## config.mk

```make
export PLATFORM = sky130hd
export DESIGN_NAME = depth_tile_codec
export DESIGN_NICKNAME = d
export VERILOG_FILES = /design/src/rtl/dtc_pkg.sv /design/src/rtl/dtc_encoder.sv /design/src/rtl/dtc_decoder.sv /design/src/rtl/depth_tile_codec.sv
export SDC_FILE = /design/constraint.sdc
export NUM_CORES = 2
export LEC_CHECK = 0
export CAP_MARGIN = 10
export CORE_AREA = 4 4 330 332
export CTS_CLUSTER_DIAMETER = 50
export DETAILED_ROUTE_END_ITERATION = 10
export DIE_AREA = 0 0 334 336
export PLACE_DENSITY_LB_ADDON = 0.12
export SETUP_SLACK_MARGIN = 0.05
export SLEW_MARGIN = 5
export SYNTH_ARGS = -nofsm -noshare
export SYNTH_HDL_FRONTEND = slang
export SYNTH_HIERARCHICAL = 1
export SYNTH_SLANG_ARGS = --single-unit
```

## constraint.sdc

```tcl
create_clock -name clk -period 14.69 [get_ports clk]
set_clock_uncertainty 0.15 [all_clocks]
set_input_delay 2.938 -clock clk [delete_from_list [all_inputs] [get_ports clk]]
set_output_delay 2.938 -clock clk [all_outputs]
set_load 0.02 [all_outputs]
```

## src/rtl/dtc_pkg.sv

```systemverilog
package dtc_pkg;
  typedef enum logic [1:0] {
    DEC_IDLE = 2'd0,
    DEC_RUN  = 2'd1
  } dec_state_e;

  function automatic int rec_width(int dw, int sw, int ow, int side_log);
    return dw + 2 * sw + (1 << (2 * side_log)) * ow;
  endfunction
endpackage

```

## src/rtl/dtc_encoder.sv

```systemverilog
module dtc_encoder #(
  parameter int DW       = 24,
  parameter int SIDE_LOG = 3,
  parameter int SW       = 15,
  parameter int OW       = 5
) (
  input  logic                    clk,
  input  logic                    rst,
  input  logic                    start,
  output logic [2*SIDE_LOG-1:0]   rd_addr,
  input  logic [DW-1:0]           rd_data,
  output logic                    done,
  output logic                    raw,
  output logic [DW-1:0]           zmin,
  output logic [DW-1:0]           zmax,
  output logic [dtc_pkg::rec_width(DW, SW, OW, SIDE_LOG)-1:0] record
);
  localparam int AW    = 2 * SIDE_LOG;
  localparam int N     = 1 << AW;
  localparam int RW    = dtc_pkg::rec_width(DW, SW, OW, SIDE_LOG);
  localparam int OBASE = DW + 2 * SW;
  localparam int STEPS = N + 3;
  localparam int CW    = $clog2(STEPS + 1);
  localparam int WW    = DW + 2 * SIDE_LOG + 4;
  localparam logic signed [WW-1:0] SMAX = WW'((1 << (SW - 1)) - 1);
  localparam logic signed [WW-1:0] SMIN = -SMAX - 1;
  localparam logic signed [WW-1:0] OMAX = WW'((1 << (OW - 1)) - 1);
  localparam logic signed [WW-1:0] OMIN = -OMAX - 1;

  logic          busy, vld_d, bad;
  logic [CW-1:0] step, step_d;
  logic [DW-1:0] anc, z10, z01;
  logic [RW-1:0] rec_r;

  logic signed [WW-1:0] anc_s, dx_s, dy_s, xs, ys, pred_s, res_s, smp_s;
  logic [AW-1:0]        kk;
  logic                 slope_bad, res_bad;

  always_comb begin
    if (step == CW'(0))      rd_addr = '0;
    else if (step == CW'(1)) rd_addr = AW'(1);
    else if (step == CW'(2)) rd_addr = AW'(1 << SIDE_LOG);
    else                     rd_addr = AW'(step - CW'(3));
  end

  always_comb begin
    kk        = AW'(step_d - CW'(3));
    anc_s     = $signed(WW'(anc));
    dx_s      = $signed(WW'(z10)) - anc_s;
    dy_s      = $signed(WW'(z01)) - anc_s;
    xs        = $signed(WW'(kk[SIDE_LOG-1:0]));
    ys        = $signed(WW'(kk[AW-1:SIDE_LOG]));
    pred_s    = anc_s + xs * dx_s + ys * dy_s;
    smp_s     = $signed(WW'(rd_data));
    res_s     = smp_s - pred_s;
    slope_bad = (dx_s > SMAX) || (dx_s < SMIN) || (dy_s > SMAX) || (dy_s < SMIN);
    res_bad   = (res_s > OMAX) || (res_s < OMIN);
  end

  always_ff @(posedge clk) begin
    if (rst) begin
      busy <= 1'b0; vld_d <= 1'b0; step <= '0; step_d <= '0; bad <= 1'b0;
      anc <= '0; z10 <= '0; z01 <= '0; rec_r <= '0;
      zmin <= '0; zmax <= '0; done <= 1'b0; raw <= 1'b0;
    end else begin
      done   <= 1'b0;
      vld_d  <= busy;
      step_d <= step;
      if (start && !busy) begin
        busy <= 1'b1; step <= '0; bad <= 1'b0;
        zmin <= '1;   zmax <= '0;
      end else if (busy) begin
        if (step == CW'(STEPS - 1)) busy <= 1'b0;
        step <= step + CW'(1);
      end
      if (vld_d) begin
        if (step_d == CW'(0))      anc <= rd_data;
        else if (step_d == CW'(1)) z10 <= rd_data;
        else if (step_d == CW'(2)) z01 <= rd_data;
        else begin
          rec_r[OBASE + int'(kk) * OW +: OW] <= res_s[OW-1:0];
          if (res_bad) bad <= 1'b1;
          if (rd_data < zmin) zmin <= rd_data;
          if (rd_data > zmax) zmax <= rd_data;
          if (step_d == CW'(STEPS - 1)) begin
            done <= 1'b1;
            raw  <= bad | res_bad | slope_bad;
            rec_r[DW-1:0]       <= anc;
            rec_r[DW +: SW]     <= dx_s[SW-1:0];
            rec_r[DW + SW +: SW] <= dy_s[SW-1:0];
          end
        end
      end
    end
  end

  assign record = rec_r;

  assert_done_pulse_R9: assert property (@(posedge clk) disable iff (rst)
    done |=> !done);
  assert_range_order_R6: assert property (@(posedge clk) disable iff (rst)
    done |-> zmin <= zmax);
endmodule

```

## src/rtl/dtc_decoder.sv

```systemverilog
module dtc_decoder #(
  parameter int DW       = 24,
  parameter int SIDE_LOG = 3,
  parameter int SW       = 15,
  parameter int OW       = 5
) (
  input  logic                  clk,
  input  logic                  rst,
  input  logic                  start,
  input  logic                  raw,
  input  logic [dtc_pkg::rec_width(DW, SW, OW, SIDE_LOG)-1:0] record,
  output logic                  wr_en,
  output logic [2*SIDE_LOG-1:0] wr_addr,
  output logic [DW-1:0]         wr_data,
  output logic                  done
);
  localparam int AW    = 2 * SIDE_LOG;
  localparam int N     = 1 << AW;
  localparam int RW    = dtc_pkg::rec_width(DW, SW, OW, SIDE_LOG);
  localparam int OBASE = DW + 2 * SW;
  localparam int WW    = DW + 2 * SIDE_LOG + 4;

  dtc_pkg::dec_state_e  st;
  logic [AW-1:0]        k;
  logic                 fin;
  logic [RW-1:0]        rec_l;
  logic signed [WW-1:0] anc_s, dx_s, dy_s, off_s, xs, ys, val_s;
  logic signed [OW-1:0] off_f;

  always_comb begin
    anc_s = $signed(WW'(rec_l[DW-1:0]));
    dx_s  = WW'($signed(rec_l[DW +: SW]));
    dy_s  = WW'($signed(rec_l[DW + SW +: SW]));
    off_f = $signed(rec_l[OBASE + int'(k) * OW +: OW]);
    off_s = WW'(off_f);
    xs    = $signed(WW'(k[SIDE_LOG-1:0]));
    ys    = $signed(WW'(k[AW-1:SIDE_LOG]));
    val_s = anc_s + xs * dx_s + ys * dy_s + off_s;
  end

  always_ff @(posedge clk) begin
    if (rst) begin
      st <= dtc_pkg::DEC_IDLE; k <= '0; fin <= 1'b0; rec_l <= '0;
      wr_en <= 1'b0; wr_addr <= '0; wr_data <= '0; done <= 1'b0;
    end else begin
      wr_en <= 1'b0;
      fin   <= 1'b0;
      done  <= fin;
      if (st == dtc_pkg::DEC_IDLE) begin
        if (start && raw) done <= 1'b1;
        else if (start) begin
          st <= dtc_pkg::DEC_RUN; k <= '0; rec_l <= record;
        end
      end else begin
        wr_en   <= 1'b1;
        wr_addr <= k;
        wr_data <= val_s[DW-1:0];
        k       <= k + AW'(1);
        if (k == AW'(N - 1)) begin
          st  <= dtc_pkg::DEC_IDLE;
          fin <= 1'b1;
        end
      end
    end
  end

  assert_wr_order_R7: assert property (@(posedge clk) disable iff (rst)
    (wr_en && $past(wr_en)) |-> wr_addr == $past(wr_addr) + AW'(1));
  assert_wr_first_R7: assert property (@(posedge clk) disable iff (rst)
    $rose(wr_en) |-> wr_addr == '0);
  assert_raw_quiet_R8: assert property (@(posedge clk) disable iff (rst)
    (start && raw && st == dtc_pkg::DEC_IDLE) |=> (done && !wr_en));
endmodule

```

## src/rtl/depth_tile_codec.sv

```systemverilog
module depth_tile_codec #(
  parameter int DW       = 24,
  parameter int SIDE_LOG = 3,
  parameter int SW       = 15,
  parameter int OW       = 5,
  localparam int AW      = 2 * SIDE_LOG,
  localparam int RW      = dtc_pkg::rec_width(DW, SW, OW, SIDE_LOG)
) (
  input  logic          clk,
  input  logic          rst,
  input  logic          enc_start,
  output logic [AW-1:0] enc_rd_addr,
  input  logic [DW-1:0] enc_rd_data,
  output logic          enc_done,
  output logic          enc_raw,
  output logic [DW-1:0] enc_zmin,
  output logic [DW-1:0] enc_zmax,
  output logic [RW-1:0] enc_record,
  input  logic          dec_start,
  input  logic          dec_raw,
  input  logic [RW-1:0] dec_record,
  output logic          dec_wr_en,
  output logic [AW-1:0] dec_wr_addr,
  output logic [DW-1:0] dec_wr_data,
  output logic          dec_done
);
  dtc_encoder #(.DW(DW), .SIDE_LOG(SIDE_LOG), .SW(SW), .OW(OW)) u_enc (
    .clk(clk), .rst(rst), .start(enc_start), .rd_addr(enc_rd_addr),
    .rd_data(enc_rd_data), .done(enc_done), .raw(enc_raw),
    .zmin(enc_zmin), .zmax(enc_zmax), .record(enc_record));

  dtc_decoder #(.DW(DW), .SIDE_LOG(SIDE_LOG), .SW(SW), .OW(OW)) u_dec (
    .clk(clk), .rst(rst), .start(dec_start), .raw(dec_raw),
    .record(dec_record), .wr_en(dec_wr_en), .wr_addr(dec_wr_addr),
    .wr_data(dec_wr_data), .done(dec_done));
endmodule

```

======== Word level (Yosys, flattened, before mapping) ========
Cells that the tools add are included.
word-level totals
  bits in registers ....................... 928
  bits of input ports ..................... 403
  output and inout bits ................... 462
  logic and storage cells ................. 129
operators by class
  add/subtract/negate cells ............... 15
  $mul .................................... 6
  $lt $le $gt $ge ......................... 8
  equality and inequality tests ........... 9
  shifts and indexed selects .............. 3
  muxes and demuxes ....................... 38
  bitwise gates (word level) .............. 7
  reduce and logical (&&, ||, !) cells .... 22
operators with widths
  cell                        number
  $bwmux W374                 1
  $shift A5 B33 Y374 const A  1
  $shiftx A374 B32 Y5         1
  $shiftx A5 B33 Y374         1
  $mux W24                    12
  $gt A34 B15 Y1 const B      2
  $lt A34 B15 Y1 const B      2
  $mul A4 B34 Y34             2
  $add A7 B32 Y32 const A     2
  $mux W54                    1
  $sub A24 B24 Y25            2
  $add A24 B24 Y24            2
  $mul A4 B15 Y19             2
  $mux W6                     6
  $add A25 B34 Y34            1
  $add A34 B34 Y34            1
  $gt A34 B5 Y1 const B       1
  $lt A34 B5 Y1 const B       1
  $sub A25 B34 Y34            1
  $neg A32 Y33                1
  $add A24 B5 Y24             1
  $gt A24 B24 Y1              1
  $lt A24 B24 Y1              1
  $mul A6 B3 Y9 const B       2
  other kinds (24)            60

======== Longest topological paths before layout ========
  depth after elaboration ................. 12
  gate-level depth with buffers ........... 36
  mapped depth without buffers ............ 35

======== Modules after synthesis ========
Netlist, hierarchy kept.
modules (own cells, without submodules)
  module       instances  cells an instance  area each (sq um)  seq. area each (sq um)
  dtc_encoder  1          4347               33534.7            10269.8
  dtc_decoder  1          2487               21752.1            8287.9

======== Least setup slack after synthesis ========
Ideal clock, no wire load.
  kind .................................... input -> register
  start point ............................. in enc_rd_data[6]
  end point ............................... reg u_enc.raw
  library setup time ...................... 0.134 ns
  arrival time ............................ 8.439 ns
  data required time ...................... 14.406 ns
  slack ................................... 5.966 ns
  stages on the path ...................... 19
  buffers on the path ..................... 0
  cell sequence ........................... fa_1 fa_1 inv_1 fa_1 fa_1 inv_1 ha_1 a21o_1 a21o_1 a211oi_1 o21ai_1 a21oi_1 xor2_1 or4_1 or4_1 or4_1 or4_1 a22oi_2 a211oi_1
between the ends
  cells in the longest elaborated chain, start to end .. 5
  elaborated cells on any way between the ends .. 6
  classes of those cells .................. add/sub (1); order compare (2); bitwise (2); reduce/logical (1)
ends and longest elaborated chain
  item                                            line                    source
  from (decl)                                     depth_tile_codec.sv:13  input logic [DW-1:0] enc_rd_data,
  $sub A25 B34 Y34 *                              dtc_encoder.sv:55       res_s = smp_s - pred_s;
  $gt A34 B5 Y1 or $lt A34 B5 Y1 (tied branches)  dtc_encoder.sv:57       res_bad = (res_s > OMAX) || (res_s < OMIN);
  $logic_or A1 B1 Y1 *                            dtc_encoder.sv:57
  $or A1 B1 Y1 * (2 in a row)                     dtc_encoder.sv:87       raw <= bad | res_bad | slope_bad;
  to (signal assigned)                            dtc_encoder.sv:87
  to (decl)                                       dtc_encoder.sv:13       output logic raw,
Mark *: on every way between the ends. The rest lies on a longest branch, timed or not.
A chain may end at the register's enable or synchronous reset.

======== Final worst setup path ========
  start point ............................. reg u_enc.anc[0]
  end point ............................... reg u_enc.raw
between the ends
  cells in the longest elaborated chain, start to end .. 9
  elaborated cells on any way between the ends .. 19
  classes of those cells .................. add/sub (5); mul (2); order compare (6); bitwise (2); reduce/logical (4)
ends and longest elaborated chain
  item                                            line               source
  from (decl)                                     dtc_encoder.sv:32  logic [DW-1:0] anc, z10, z01;
  from (signal assigned)                          dtc_encoder.sv:77  if (step_d == CW'(0)) anc <= rd_data;
  $sub A24 B24 Y25                                dtc_encoder.sv:49  dx_s = $signed(WW'(z10)) - anc_s;
  $mul A4 B34 Y34                                 dtc_encoder.sv:53  pred_s = anc_s + xs * dx_s + ys * dy_s;
  $add A25 B34 Y34                                dtc_encoder.sv:53
  $add A34 B34 Y34                                dtc_encoder.sv:53
  $sub A25 B34 Y34                                dtc_encoder.sv:55
  $gt A34 B5 Y1 or $lt A34 B5 Y1 (tied branches)  dtc_encoder.sv:57
  $logic_or A1 B1 Y1                              dtc_encoder.sv:57
  $or A1 B1 Y1                                    dtc_encoder.sv:87
  $or A1 B1 Y1 *                                  dtc_encoder.sv:87
Marked as above.

==> impl_results.md <==
- Outcome: complete, no violations
- Max incr delay on CP: between 600 and 700 ps
- Hold_sp: u_dec/fin
- Gate Count Post-Synth: between 6000 and 7000
- Leak Pwr: ~27 nW
- Port buffer count: approximately 860
- RSZ-0062 raised after global routing: no
- Slew HR: 0.06129
- Most Frequent Cell on Critical Path: fa_1
- Area leader, netlist: dfxtp_1
- Crit. Startpoint: u_enc/anc[0]
- Area Growth Syn to Fin: 24.80%
- Hold Path Class: reg -> reg
- Largest net degree at the start of global routing: ~230
- RR Startpoint: u_enc/anc[0]
- DR vias/cell: about 6.0
- Rows: 120
- WL met1: 85.70 mm
- Wire per inst: about 25 um
- Post-synth EDFFs: 0
- Initial antenna violation count: between 40 and 50
- DRC viols: 0
- Synthesized net count: between 7000 and 8000
- Die ar.: 0.1122 mm^2
- Worst EP required: 15060 ps
- Period utilization: 0.6698
- Maximum operating frequency: 101.6 MHz
- Worst path bufs/invs: 5
- Area contributors post-synth: dfxtp_1 (34%), fa_1 (10%), nand2_1 (8.7%)
- Vias in the first global route: slightly above 50000
- Die height: 336 um
- Starting Density: 0.5201
- Crit path kind: reg -> reg
- Max Slew Vio Count: 0
- Total number of vias: between 50000 and 60000
- Startpoint types: flip-flop
- Yosys reg bits: 927
- FF+latch area: between 0.015 and 0.02 mm^2
- CTS root buf: clkbuf_16
- Post-CTS Hold Buffers: 0
- Die width: about 330 um
- Final HPWL DP: 169.0 mm
- Core area: about 0.11 mm^2
- Yosys top cell area share: 0.3357
- Seq/Total Area, Yosys: 0.3357
- Htree depth: 3
- WL met2: 97.20 mm
- Placed cells: ~9000
- Power Dens Cells: between 200 and 250 mW/mm^2
- Tightest Pin Transition: approximately 1400 ps
- Max_cap viols: 0
- Worst-path fanout max: 8
- Total CTS buffers: 118
- Post-Layout Cell Count: around 9000
- Post-Route WL: 224.1 mm
- Top Family by Delay on Critical Path: adder cells
- Ys Warns: 6
- Top Metal Used: met5
- First-pass GRT wire length: around 330 mm
- DR WL met3: 25.06 mm
- Initial DRT Pass Iterations: 10
- Multi-input logic area: ~0.033 mm^2
- Clk slew on worst S/H paths: roughly 60 ps
- Arr. time, crit path: between 10000 and 15000 ps
- Clk sinks: about 930
- Clk buf depth: 3
- Nets: around 8400
- Synthesized cell area: about 0.055 mm^2
- Placer Congestion: between 0.9 and 1
- Share of layout cells above drive strength 1: 0.05922
- Initial detailed-routing violation count: 6372
- Layout fillers: between 9000 and 10000
- CP Capture Type: flip-flop
- Post-synth top flop: dfxtp_1
- Final hold viol count: 0
- Setup TNS: 0 ps
- Fin crit period: slightly below 10000 ps
- Grt ovf: 0
- Setup repair bufs after CTS: 0
- Syn Area/Cell: just over 8 um^2
- # setup viols final: 0
- Yosys cell types: 80
- VDD IR max: approximately 0.45 mV
- CTS tree: yes
- Post-cts resize count: 0
- IO Pins: a little under 900
- Tot GR Track Use: 0.3834
- Async set or reset register ratio after synthesis: 0
- Clk Latency, worst-skew pair: between 700 and 800 ps
- Slowest CP cell: o311ai_1
- Antenna viol nets, final: 0
==> worst min-delay path, delay by kind of cell, from the launching register on <==
kind	cells	cell delay [ps]
AO/OA/AOI/OAI	1	30
flip-flops	1	310
AND/OR/NAND/NOR	1	70
==> worst paths after layout <==
| kind | endpoint | cells past startpoint | slack [ps] |
|---|---|---|---|
| worst min register to register | u_dec/done | 2 | 290 |
| worst max register to register | u_enc/raw | 33 | 4850 |
| worst max-delay path | u_enc/raw | 33 | 4850 |
| worst min-delay path | u_dec/done | 2 | 290 |
==> area by class of cell <==
cell class,count,area share
timing repair buffer,948,0.1354
sequential,927,0.2691
antenna,40,0.001451
clock inverter,59,0.009629
multi-input combinational,4875,0.4778
inverter,613,0.03335
tap,1403,0.02544
clock buffer,160,0.04785
==> cells in the final DEF, fill, tap and decap left out, types with 13 or more instances in the layout <==
cell,instances
a211oi_1,71
a21o_1,59
a21oi_1,890
a22o_1,15
a311oi_1,37
a31oi_1,24
a32oi_1,16
and2_1,87
and3_1,14
buf_4,78
clkbuf_1,24
clkbuf_16,119
clkbuf_8,17
clkdlybuf4s50_1,863
clkinv_2,18
dfxtp_1,923
diode_2,40
fa_1,277
ha_1,280
inv_1,609
mux2i_1,53
mux4_2,101
nand2_1,1283
nand2b_1,34
nand3_1,127
nand4_1,127
nor2_1,460
nor2b_1,28
nor3_1,99
nor4_1,14
o21a_1,25
o21ai_0,338
o21bai_1,13
o22ai_1,17
or2_2,20
or3_1,42
or4_1,41
xnor2_1,69
xor2_1,46
==> Yosys cell counts, types with 13 or more instances <==
master / count
o21a_1: 25
o21bai_1: 13
nor2b_1: 28
fa_1: 277
nor3_1: 100
xor2_1: 47
a21oi_1: 890
nor2_1: 467
dfxtp_1: 927
clkbuf_1: 386
or4_1: 41
and3_1: 14
nand4_1: 127
or2_2: 20
nand2b_1: 36
o22ai_1: 18
ha_1: 280
nor4_1: 15
inv_1: 609
o31ai_1: 13
buf_1: 20
nand3_1: 129
nand2_1: 1287
a211oi_1: 71
o21ai_0: 339
a31oi_1: 24
mux4_2: 101
and2_1: 87
a21o_1: 59
or3_1: 43
a32oi_1: 16
xnor2_1: 76
a311oi_1: 37
a22o_1: 15
mux2i_1: 53
==> per-stage QoR <==
stage / cell area, um^2 / hold slack [ps] / setup slack, ps / utilization / power [mW]
2_1_floorplan: 55290 / 263.0 / 5966 / - / 9.316
3_3_place_gp: 64910 / 274.8 / 4771 / 0.6106 / 11.55
3_5_place_dp: 64910 / 293.5 / 4694 / 0.6106 / 11.45
4_1_cts: 68880 / 300.4 / 4997 / 0.6479 / 14.41
5_1_grt: 68980 / 316.0 / 4279 / 0.6489 / 15.66
6_report: 69000 / 294.6 / 4851 / 0.6491 / 14.54
==> report_power, final <==
part	internal (mW)	leakage, nW	total [mW]	switching, mW
registers	2.58	7.52	2.62	0.0457
logic	3.48	17.2	8.99	5.51
clock network	1.70	1.93	2.93	1.23
total	7.75	26.7	14.5	6.79
==> state kept, by name, indices dropped and copies added, names as in the netlist, 6 cells and up <==
register and flops:
u_enc/zmin 24, u_enc/step 7, u_enc/z01 24, u_enc/zmax 24, u_enc/z10 24, u_dec/wr_addr 6
u_enc/record 374, u_dec/rec_l 374, u_enc/anc 24, u_enc/step_d 7, u_dec/wr_data 24, u_dec/k 6
==> layer usage <==
metal  up-vias  track usage
li1      24490            -
met3       685       0.1151
met1     25947       0.4891
met5         -            0
met2      2924       0.5725
met4        20       0.2371
==> cell families after synthesis <==
group / count (synthesis) / synth area share
simple gates: 2409 / 0.1896
compound gates: 1628 / 0.1690
buf+inv: 1032 / 0.07097
flops: 927 / 0.3357
fa+ha+maj: 557 / 0.1637
mux: 158 / 0.05155
xor+xnor: 123 / 0.01949
(Power assumes the default switching activity.)
